**src/rtl/bseq_pkg.sv**
```systemverilog
package bseq_pkg;

    typedef enum logic [1:0] {
        SZ_BYTE = 2'd0,
        SZ_WORD = 2'd1,
        SZ_LONG = 2'd2,
        SZ_RSVD = 2'd3
    } size_e;

    typedef enum logic [1:0] {
        ST_IDLE   = 2'd0,
        ST_SETUP  = 2'd1,
        ST_ACTIVE = 2'd2,
        ST_FINISH = 2'd3
    } state_e;

    // A request that must be refused without a bus cycle.
    function automatic logic misaligned(input size_e sz, input logic a0);
        return (sz == SZ_RSVD) || ((sz != SZ_BYTE) && a0);
    endfunction

endpackage

```
**src/rtl/bseq_lane.sv**
```systemverilog
module bseq_lane
    import bseq_pkg::*;
(
    input  size_e       size,
    input  logic        addr0,
    input  logic        half,
    input  logic [31:0] wdata,
    output logic        uds_en,
    output logic        lds_en,
    output logic [15:0] dout
);
    always_comb begin
        unique case (size)
            SZ_BYTE: begin
                uds_en = !addr0;
                lds_en = addr0;
                dout   = {wdata[7:0], wdata[7:0]};
            end
            SZ_WORD: begin
                uds_en = 1'b1;
                lds_en = 1'b1;
                dout   = wdata[15:0];
            end
            SZ_LONG: begin
                uds_en = 1'b1;
                lds_en = 1'b1;
                dout   = half ? wdata[15:0] : wdata[31:16];
            end
            SZ_RSVD: begin
                uds_en = 1'b0;
                lds_en = 1'b0;
                dout   = 16'h0000;
            end
        endcase
    end
endmodule

```
**src/rtl/bseq_wdog.sv**
```systemverilog
module bseq_wdog #(
    parameter int LIMIT = 64
) (
    input  logic clk,
    input  logic rst_n,
    input  logic clear,
    input  logic tick,
    output logic expired
);
    localparam int CNT_W = $clog2(LIMIT + 1);
    localparam logic [CNT_W-1:0] LAST = CNT_W'(LIMIT - 1);

    logic [CNT_W-1:0] cnt;

    assign expired = tick && (cnt == LAST);

    always_ff @(posedge clk or negedge rst_n) begin
        if (!rst_n) begin
            cnt <= '0;
        end else if (clear) begin
            cnt <= '0;
        end else if (tick && !expired) begin
            cnt <= cnt + 1'b1;
        end
    end
endmodule

```
**src/rtl/bseq_gather.sv**
```systemverilog
module bseq_gather
    import bseq_pkg::*;
(
    input  logic        clk,
    input  logic        rst_n,
    input  logic        clear,
    input  logic        capture,
    input  size_e       size,
    input  logic        addr0,
    input  logic        half,
    input  logic [15:0] din,
    output logic [31:0] rdata
);
    always_ff @(posedge clk or negedge rst_n) begin
        if (!rst_n) begin
            rdata <= '0;
        end else if (clear) begin
            rdata <= '0;
        end else if (capture) begin
            unique case (size)
                SZ_BYTE: rdata <= {24'h0, addr0 ? din[7:0] : din[15:8]};
                SZ_WORD: rdata <= {16'h0, din};
                SZ_LONG: begin
                    if (half) rdata[15:0]  <= din;
                    else      rdata[31:16] <= din;
                end
                SZ_RSVD: rdata <= rdata;
            endcase
        end
    end
endmodule

```
**src/rtl/bus_seq16.sv**
```systemverilog
module bus_seq16
    import bseq_pkg::*;
#(
    parameter int ADDR_W     = 24,
    parameter int WDOG_LIMIT = 64
) (
    input  logic              clk,
    input  logic              rst_n,
    input  logic              req_valid,
    output logic              req_ready,
    input  logic [ADDR_W-1:0] req_addr,
    input  logic [1:0]        req_size,
    input  logic              req_write,
    input  logic [31:0]       req_wdata,
    output logic              rsp_done,
    output logic              rsp_aerr,
    output logic              rsp_berr,
    output logic [31:0]       rsp_rdata,
    output logic [ADDR_W-1:1] bus_addr,
    output logic              bus_as_n,
    output logic              bus_uds_n,
    output logic              bus_lds_n,
    output logic              bus_rw,
    output logic [15:0]       bus_dout,
    input  logic [15:0]       bus_din,
    input  logic              bus_dtack_n
);
    localparam int WA_W = ADDR_W - 1;

    state_e            state, nxt;
    logic [ADDR_W-1:0] addr_q;
    size_e             size_q;
    logic              wr_q;
    logic [31:0]       wdata_q;
    logic              half_q;
    logic              aerr_q;
    logic              berr_q;

    logic        accept;
    logic        bad_req;
    logic        active;
    logic        acked;
    logic        expired;
    logic        uds_en;
    logic        lds_en;
    logic [15:0] lane_dout;
    logic [31:0] gathered;

    assign accept  = (state == ST_IDLE) && req_valid;
    assign bad_req = misaligned(size_e'(req_size), req_addr[0]);
    assign active  = (state == ST_ACTIVE);
    assign acked   = active && !bus_dtack_n;

    bseq_lane u_lane (
        .size   (size_q),
        .addr0  (addr_q[0]),
        .half   (half_q),
        .wdata  (wdata_q),
        .uds_en (uds_en),
        .lds_en (lds_en),
        .dout   (lane_dout)
    );

    bseq_wdog #(.LIMIT(WDOG_LIMIT)) u_wdog (
        .clk     (clk),
        .rst_n   (rst_n),
        .clear   (!active),
        .tick    (active && bus_dtack_n),
        .expired (expired)
    );

    bseq_gather u_gather (
        .clk     (clk),
        .rst_n   (rst_n),
        .clear   (accept),
        .capture (acked && !wr_q),
        .size    (size_q),
        .addr0   (addr_q[0]),
        .half    (half_q),
        .din     (bus_din),
        .rdata   (gathered)
    );

    // State register
    always_ff @(posedge clk or negedge rst_n) begin
        if (!rst_n) state <= ST_IDLE;
        else        state <= nxt;
    end

    // Next-state logic
    always_comb begin
        nxt = state;
        unique case (state)
            ST_IDLE: begin
                if (req_valid) nxt = bad_req ? ST_FINISH : ST_SETUP;
            end
            ST_SETUP: begin
                if (bus_dtack_n) nxt = ST_ACTIVE;
            end
            ST_ACTIVE: begin
                if (!bus_dtack_n)
                    nxt = (size_q == SZ_LONG && !half_q) ? ST_SETUP : ST_FINISH;
                else if (expired)
                    nxt = ST_FINISH;
            end
            ST_FINISH: nxt = ST_IDLE;
        endcase
    end

    // Request context
    always_ff @(posedge clk or negedge rst_n) begin
        if (!rst_n) begin
            addr_q  <= '0;
            size_q  <= SZ_BYTE;
            wr_q    <= 1'b0;
            wdata_q <= '0;
            half_q  <= 1'b0;
            aerr_q  <= 1'b0;
            berr_q  <= 1'b0;
        end else if (accept) begin
            addr_q  <= req_addr;
            size_q  <= size_e'(req_size);
            wr_q    <= req_write;
            wdata_q <= req_wdata;
            half_q  <= 1'b0;
            aerr_q  <= bad_req;
            berr_q  <= 1'b0;
        end else if (acked && size_q == SZ_LONG && !half_q) begin
            half_q  <= 1'b1;
        end else if (active && bus_dtack_n && expired) begin
            berr_q  <= 1'b1;
        end
    end

    // Outputs
    always_comb begin
        req_ready = (state == ST_IDLE);
        bus_as_n  = !active;
        bus_uds_n = !(active && uds_en);
        bus_lds_n = !(active && lds_en);
        bus_rw    = !wr_q;
        bus_dout  = wr_q ? lane_dout : 16'h0000;
        bus_addr  = addr_q[ADDR_W-1:1] + {{(WA_W-1){1'b0}}, half_q};
        rsp_done  = (state == ST_FINISH);
        rsp_aerr  = rsp_done && aerr_q;
        rsp_berr  = rsp_done && berr_q;
        rsp_rdata = (rsp_done && !aerr_q && !berr_q && !wr_q) ? gathered : 32'h0;
    end
endmodule

```
**config.mk**
```make
export PLATFORM = sky130hd
export DESIGN_NAME = bus_seq16
export DESIGN_NICKNAME = d
export VERILOG_FILES = /design/src/rtl/bseq_pkg.sv /design/src/rtl/bseq_lane.sv /design/src/rtl/bseq_wdog.sv /design/src/rtl/bseq_gather.sv /design/src/rtl/bus_seq16.sv
export SDC_FILE = /design/constraint.sdc
export NUM_CORES = 1
export LEC_CHECK = 0
export CAP_MARGIN = 20
export CORE_ASPECT_RATIO = 1.25
export CORE_MARGIN = 2
export CORE_UTILIZATION = 58
export CTS_CLUSTER_SIZE = 28
export DETAILED_ROUTE_END_ITERATION = 16
export DONT_BUFFER_PORTS = 1
export PLACE_DENSITY_LB_ADDON = 0.12
export SYNTH_ARGS = -nofsm -noshare
export SYNTH_HDL_FRONTEND = slang
export SYNTH_SLANG_ARGS = --single-unit
```
**constraint.sdc**
```tcl
create_clock -name clk -period 2.4 [get_ports clk]
set_clock_uncertainty 0.2 [all_clocks]
set_input_delay 0.12 -clock clk [delete_from_list [all_inputs] [get_ports clk]]
set_output_delay 0.12 -clock clk [all_outputs]
set_load 0.05 [all_outputs]
```
### Word-level counts from Yosys, hierarchy flattened

Cells that the tools add are included.

| storage, ports and cells | value |
|---|---|
| output and inout bits | 79 |
| input bits | 79 |
| register bits | 103 |

| operators by class | value |
|---|---|
| mux-type cells | 26 |
| add/sub/neg operators | 2 |
| reduce and logical (&&, ||, !) cells | 40 |
| equal/unequal tests | 16 |

Operator list:

| cell | number |
|---|---|
| two-way mux 32 bit | 3 |
| one-hot mux 32 bit (3 select lines) | 1 |
| two-way mux 16 bit | 4 |
| one-hot mux 16 bit (4 select lines) | 1 |
| adder 23 x 1 -> 23 bit | 1 |
| logical AND 1 bit | 18 |
| two-way mux 7 bit | 2 |
| two-way mux 2 bit | 6 |
| == test 2 bit, second input constant | 5 |
| logical NOT 1 bit | 10 |
| AND reduction 3 bit | 3 |
| two-way mux 8 bit | 1 |
| != test 2 bit, second input constant | 4 |
| one-hot mux 2 bit (4 select lines) | 1 |
| nonzero test 2 bit | 4 |
| adder 7 x 1 -> 7 bit, second input constant | 1 |
| == test 7 x 6 -> 1 bit, second input constant | 1 |
| != test 3 bit, second input constant | 2 |
| one-hot mux 1 bit (3 select lines) | 2 |
| two-way mux 1 bit | 5 |
| == test 2 x 1 -> 1 bit, second input constant | 2 |
| logical NOT 2 bit | 2 |
| != test 3 x 2 -> 1 bit, second input constant | 1 |
| != test 2 x 1 -> 1 bit, second input constant | 1 |
| other kinds (3) | 3 |

### Depth between registers and ports, before layout

| depth | value |
|---|---|
| word-level depth | 7 |
| mapped depth | 8 |
| mapped depth without buffers | 6 |

### Modules after synthesis

A second synthesis with hierarchy kept.

| second synthesis, totals | value |
|---|---|
| cell total of the unflattened synthesis | 492 |
| area total of the unflattened synthesis | 5616.6 µm² |

Modules (own cells, without submodules):

| module | times used | area an instance (µm²) | cells an instance | sequential area each (µm²) |
|---|---|---|---|---|
| bus_seq16 | 1 | 3266.9 | 268 | 1601.5 |
| bseq_gather | 1 | 1635.3 | 143 | 800.8 |
| bseq_wdog | 1 | 390.4 | 39 | 175.2 |
| bseq_lane | 1 | 324.1 | 42 | 0.0 |

### Least setup slack after synthesis

No wires, ideal clock.

| timing path | value |
|---|---|
| path kind | reg2out |
| start point | register half_q |
| end point | output port bus_addr[21] (netlist name) |
| required time | 2.080 ns |
| stages on the path, launching flop included | 7 |
| slack | -0.209 ns |
| arrival time | 2.289 ns |
| path through | dfrtp_1 -> ha_1 -> ha_1 -> nand2_1 -> nor4_4 -> nand4_1 -> xnor2_1 |

| between the ends | value |
|---|---|
| cells in the longest elaborated chain, start to end | 1 |

Ends and longest elaborated chain:

| item | line | RTL |
|---|---|---|
| start, declared | bus_seq16.sv:35 | `logic half_q;` |
| start signal, assigned | bus_seq16.sv:117 | `half_q <= 1'b0;` |
| start signal, assigned | bus_seq16.sv:125 | `half_q <= 1'b0;` |
| start signal, assigned | bus_seq16.sv:129 | `half_q <= 1'b1;` |
| adder 23 x 1 -> 23 bit | bus_seq16.sv:143 | `bus_addr = addr_q[ADDR_W-1:1] + {{(WA_W-1){1'b0}}, half_q};` |
| end, declared | bus_seq16.sv:19 | `output logic [ADDR_W-1:1] bus_addr,` |

Every way passes these cells.

### Worst setup path in the final report

| timing path | value |
|---|---|
| start point | register size_q[1] |
| end point | output port bus_dout[7] |

| between the ends | value |
|---|---|
| cells in the longest elaborated chain, start to end | 3 |
| elaborated cells between the ends (all ways) | 6 |
| classes of those cells | 3 x eq/ne; 2 x mux; 1 x reduce/logical |

Ends and longest elaborated chain:

| item | line | RTL |
|---|---|---|
| start, declared | bus_seq16.sv:32 | `size_e size_q;` |
| start signal, assigned | bus_seq16.sv:122 | `size_q <= size_e'(req_size);` |
| == test 2 bit, or another cell as far along | bseq_lane.sv:13 | `unique case (size)` |
| one-hot mux 16 bit (4 select lines) (*) | bseq_lane.sv:13 |  |
| two-way mux 16 bit (*) | bus_seq16.sv:142 | `bus_dout = wr_q ? lane_dout : 16'h0000;` |
| end, declared | bus_seq16.sv:24 | `output logic [15:0] bus_dout,` |

Mark *: on every way between the ends. The rest lies on a longest branch, timed or not.

==> flow_summary.ini <==
[placed_design]
hpwl_mm = 10.2
io_buffers = 0
dpl_cell_area_mm2 = 0.00657
gp_congestion = 0.885
placedCellCount = 795

[synthesis]
ys_types = 47
synth.ff_latch_count = 103
syn_avg_cell_area_um2 = 8.69
yosys_warnings = 0
synth_fp_nets = 707
synth_cells = 620
synthesis.area_mm2 = 0.00539
synth_edf_count = 0
synthFlopType = dfrtp_1
synthArstFlopShare = 1.00
ys_seq_area_frac = 0.479

[critical_path]
cp-startpoint = size_q[1]
r2r-end = u_gather.rdata[16]
crit_slowest_cell = dfrtp_1
reg2reg_slack_ns = 0.21
slowest_delay_ns = 0.37
crit_path_start_kind = flop
timing.rr.start = size_q[1]
worst-path-max-fanout = 8
ff2ff_path_depth = 6
crit_type = reg2out
cp_cell_sequence = inv_1 -> ha_1 -> a21o_1 -> or2_4 -> a22oi_1 -> nor2_1 -> buf_4
cp.arrival_ns = 2.07
crit_end = bus_dout[7]
cp-end-kind = output port
required_ns = 2.08

[finish]
area.sequential_mm2 = 0.00258
syn_to_final_growth_pct = 44.8
fin_nets = 855
antennaDiodeCount = 0
fin_area_mm2 = 0.00780
multi_input_area_mm2 = 0.00274
drive_gt1_frac = 0.194
fillers = 470
final_cells = 896

[floorplan]
die_h_um = 112
die_x_um = 90.2
io_pins = 158
start_util = 0.593
dieArea_mm2 = 0.0101
coreArea_mm2 = 0.00908
rows = 39

[timing]
fmax_mhz = 418
report.final.slew_viol_count = 0
holdWs_ns = -0.735
slew_headroom = 0.603
hold_viol = 103
min_period_ns = 2.39
finalSetupViolCount = 0
rsz0062_at_grt = true
timing.final.crit_share = 0.996
tightestPinTransition_ns = 0.596

[routing]
viasPerCell = 5.85
drt_pre_antenna_iters = 5
num_vias = 5242
drc_errors = 0
drt_iter0_drc = 491
routedWlPerCell_um = 18.3
wirelength_mm = 16.4
ant_nets = 0

[grt]
grt_max_degree = 104
grt_pass1_vias = 5158
antenna_found_initial = 0
grt_usage = 0.327
gr-total-overflow = 0
grt_first_pass_wirelength_mm = 26.3

[clocking]
cts_max_path_buffers = 2
ctsHoldBuffers = 77
cts_sinks = 103
clk_latency_ns = 0.34
cts_tree = done
cts_root_buffer = clkbuf_16
clk_transition_reported_paths_ns = 0.07
htree_levels = 3
cts_buffers = 9

[worst_hold_path]
hp-class = in2async

[pwr]
peakVddDrop_mv = 1.10
power_leakage_nw = 3.67
p_per_area_mw_per_mm2 = 1260

[job]
maxCapViolCount = 0

[run_status]
outcome = complete, but fails checks
violations = hold timing
==> cells in the final DEF, fill, tap and decap left out, types with 3 or more instances in the layout <==
cell           count
nand2b_1           4
nor2b_1           11
and3_1            17
a31o_1             8
ha_1               4
xor2_1             5
dfrtp_1           98
o21ai_0            9
a221oi_1           7
clkbuf_16          9
buf_12            39
xnor2_2            5
nand2_1          196
nand3_1           38
o21ai_1           11
a22oi_1           16
and2_1            37
buf_4             53
nand4_1            7
ha_4               4
inv_1              3
buf_6              4
nor2_1            19
dfrtp_2            5
mux2_2             7
a21oi_1           19
nor3_1             9
xnor2_1           11
dlygate4sd3_1     77
==> what timing repair did <==
action / 4_1_cts / 5_1_grt
pin swaps: 3 / 5
gates resized for setup: 9 / 15
setup endpoints to repair: 13 / 26
buffers inserted: 2 / 6
hold endpoints to repair: 204 / 103
==> registers in the layout, summed over array words and instances (netlist names) <==
register and count:
addr_q 24, aerr_q 1, berr_q 1, half_q 1
size_q 2, state 2, u_gather.rdata 32, u_wdog.cnt 7
wdata_q 32, wr_q 1
==> synth_stat cells (4+ instances only) <==
| master | n | area share |
|---|---|---|
| a21oi_1 | 19 | 0.018 |
| a221oi_1 | 7 | 0.011 |
| a22oi_1 | 16 | 0.022 |
| a31o_1 | 8 | 0.013 |
| and2_1 | 38 | 0.044 |
| and3_1 | 17 | 0.020 |
| buf_2 | 28 | 0.026 |
| clkbuf_1 | 5 | 0.0035 |
| dfrtp_1 | 103 | 0.48 |
| ha_1 | 8 | 0.019 |
| inv_1 | 4 | 0.0028 |
| mux2_2 | 7 | 0.015 |
| nand2_1 | 198 | 0.14 |
| nand2b_1 | 4 | 0.0046 |
| nand3_1 | 38 | 0.035 |
| nand4_1 | 7 | 0.0081 |
| nor2_1 | 20 | 0.014 |
| nor2b_1 | 11 | 0.013 |
| nor3_1 | 10 | 0.0093 |
| o21ai_0 | 11 | 0.010 |
| o21ai_1 | 9 | 0.0084 |
| xnor2_1 | 16 | 0.026 |
| xor2_1 | 6 | 0.0098 |
==> routing by layer <==
metal / vias to the layer above / wire [um] / global-route usage / share of wire
met4: 0 / 473 / 0.122 / 0.029
met5: - / 0 / 0 / 0
met2: 301 / 8690 / 0.583 / 0.53
met1: 2517 / 6020 / 0.393 / 0.37
li1: 2374 / - / - / -
met3: 50 / 1250 / 0.0622 / 0.076
==> critical path: cells and delay by family, from the launching register on <==
| kind | cells | cell delay, ns |
|---|---|---|
| compound gates | 2 | 0.42 |
| buf+inv | 2 | 0.32 |
| fa+ha+maj | 1 | 0.25 |
| simple gates | 2 | 0.36 |
| flops | 1 | 0.37 |
==> final cells by class <==
type / count / area share
sequential: 103 / 0.331
timing repair buffer: 173 / 0.256
multi-input combinational: 475 / 0.351
tap: 123 / 0.0197
inverter: 6 / 0.00289
clock buffer: 11 / 0.0324
clock inverter: 5 / 0.00722
==> logic make-up (layout without fill, tap and decap cells) <==
| logic type | after synthesis | count (layout) | synth area share |
|---|---|---|---|
| XOR/XNOR | 22 | 22 | 0.0358 |
| flip-flops | 103 | 103 | 0.479 |
| multiplexers | 7 | 7 | 0.0146 |
| AND/OR/NAND/NOR | 356 | 356 | 0.313 |
| AO/OA/AOI/OAI | 81 | 81 | 0.0990 |
| buffers and inverters | 42 | 195 | 0.0386 |
| adder cells (fa/ha/maj) | 9 | 9 | 0.0204 |
==> power by group <==
part / total (W) / switching (W) / internal [W] / leakage, nW
logic: 0.00525 / 0.00333 / 0.00192 / 2.19
registers: 0.00306 / 0.000667 / 0.00239 / 1.33
clock network: 0.00151 / 0.000645 / 0.000864 / 0.152
total: 0.00982 / 0.00465 / 0.00517 / 3.67
==> through the flow <==
step | setup WS, ns | power [W] | util | hold WS [ns] | setup TNS [ns]
after global placement | 0.239 | 0.00762 | 0.723 | -0.374 | 0
after floorplan | 0.0258 | 0.00637 | - | -0.376 | 0
final | 0.00935 | 0.00982 | 0.859 | -0.735 | 0
after global routing | -0.0765 | 0.0103 | 0.859 | -0.750 | -0.435
after CTS | 0.00480 | 0.00950 | 0.847 | -0.742 | 0
after detailed placement | 0.139 | 0.00779 | 0.723 | -0.373 | 0
==> worst min-delay path by stage <==
stage                from          to  cells past startpoint
floorplan           rst_n   addr_q[0]                      0
global placement    rst_n  addr_q[13]                      0
detailed placement  rst_n  addr_q[14]                      0
CTS                 rst_n  addr_q[13]                      0
global route        rst_n  addr_q[13]                      0
finish              rst_n  addr_q[14]                      0
Note: power is estimated with default switching activity, not from simulation.
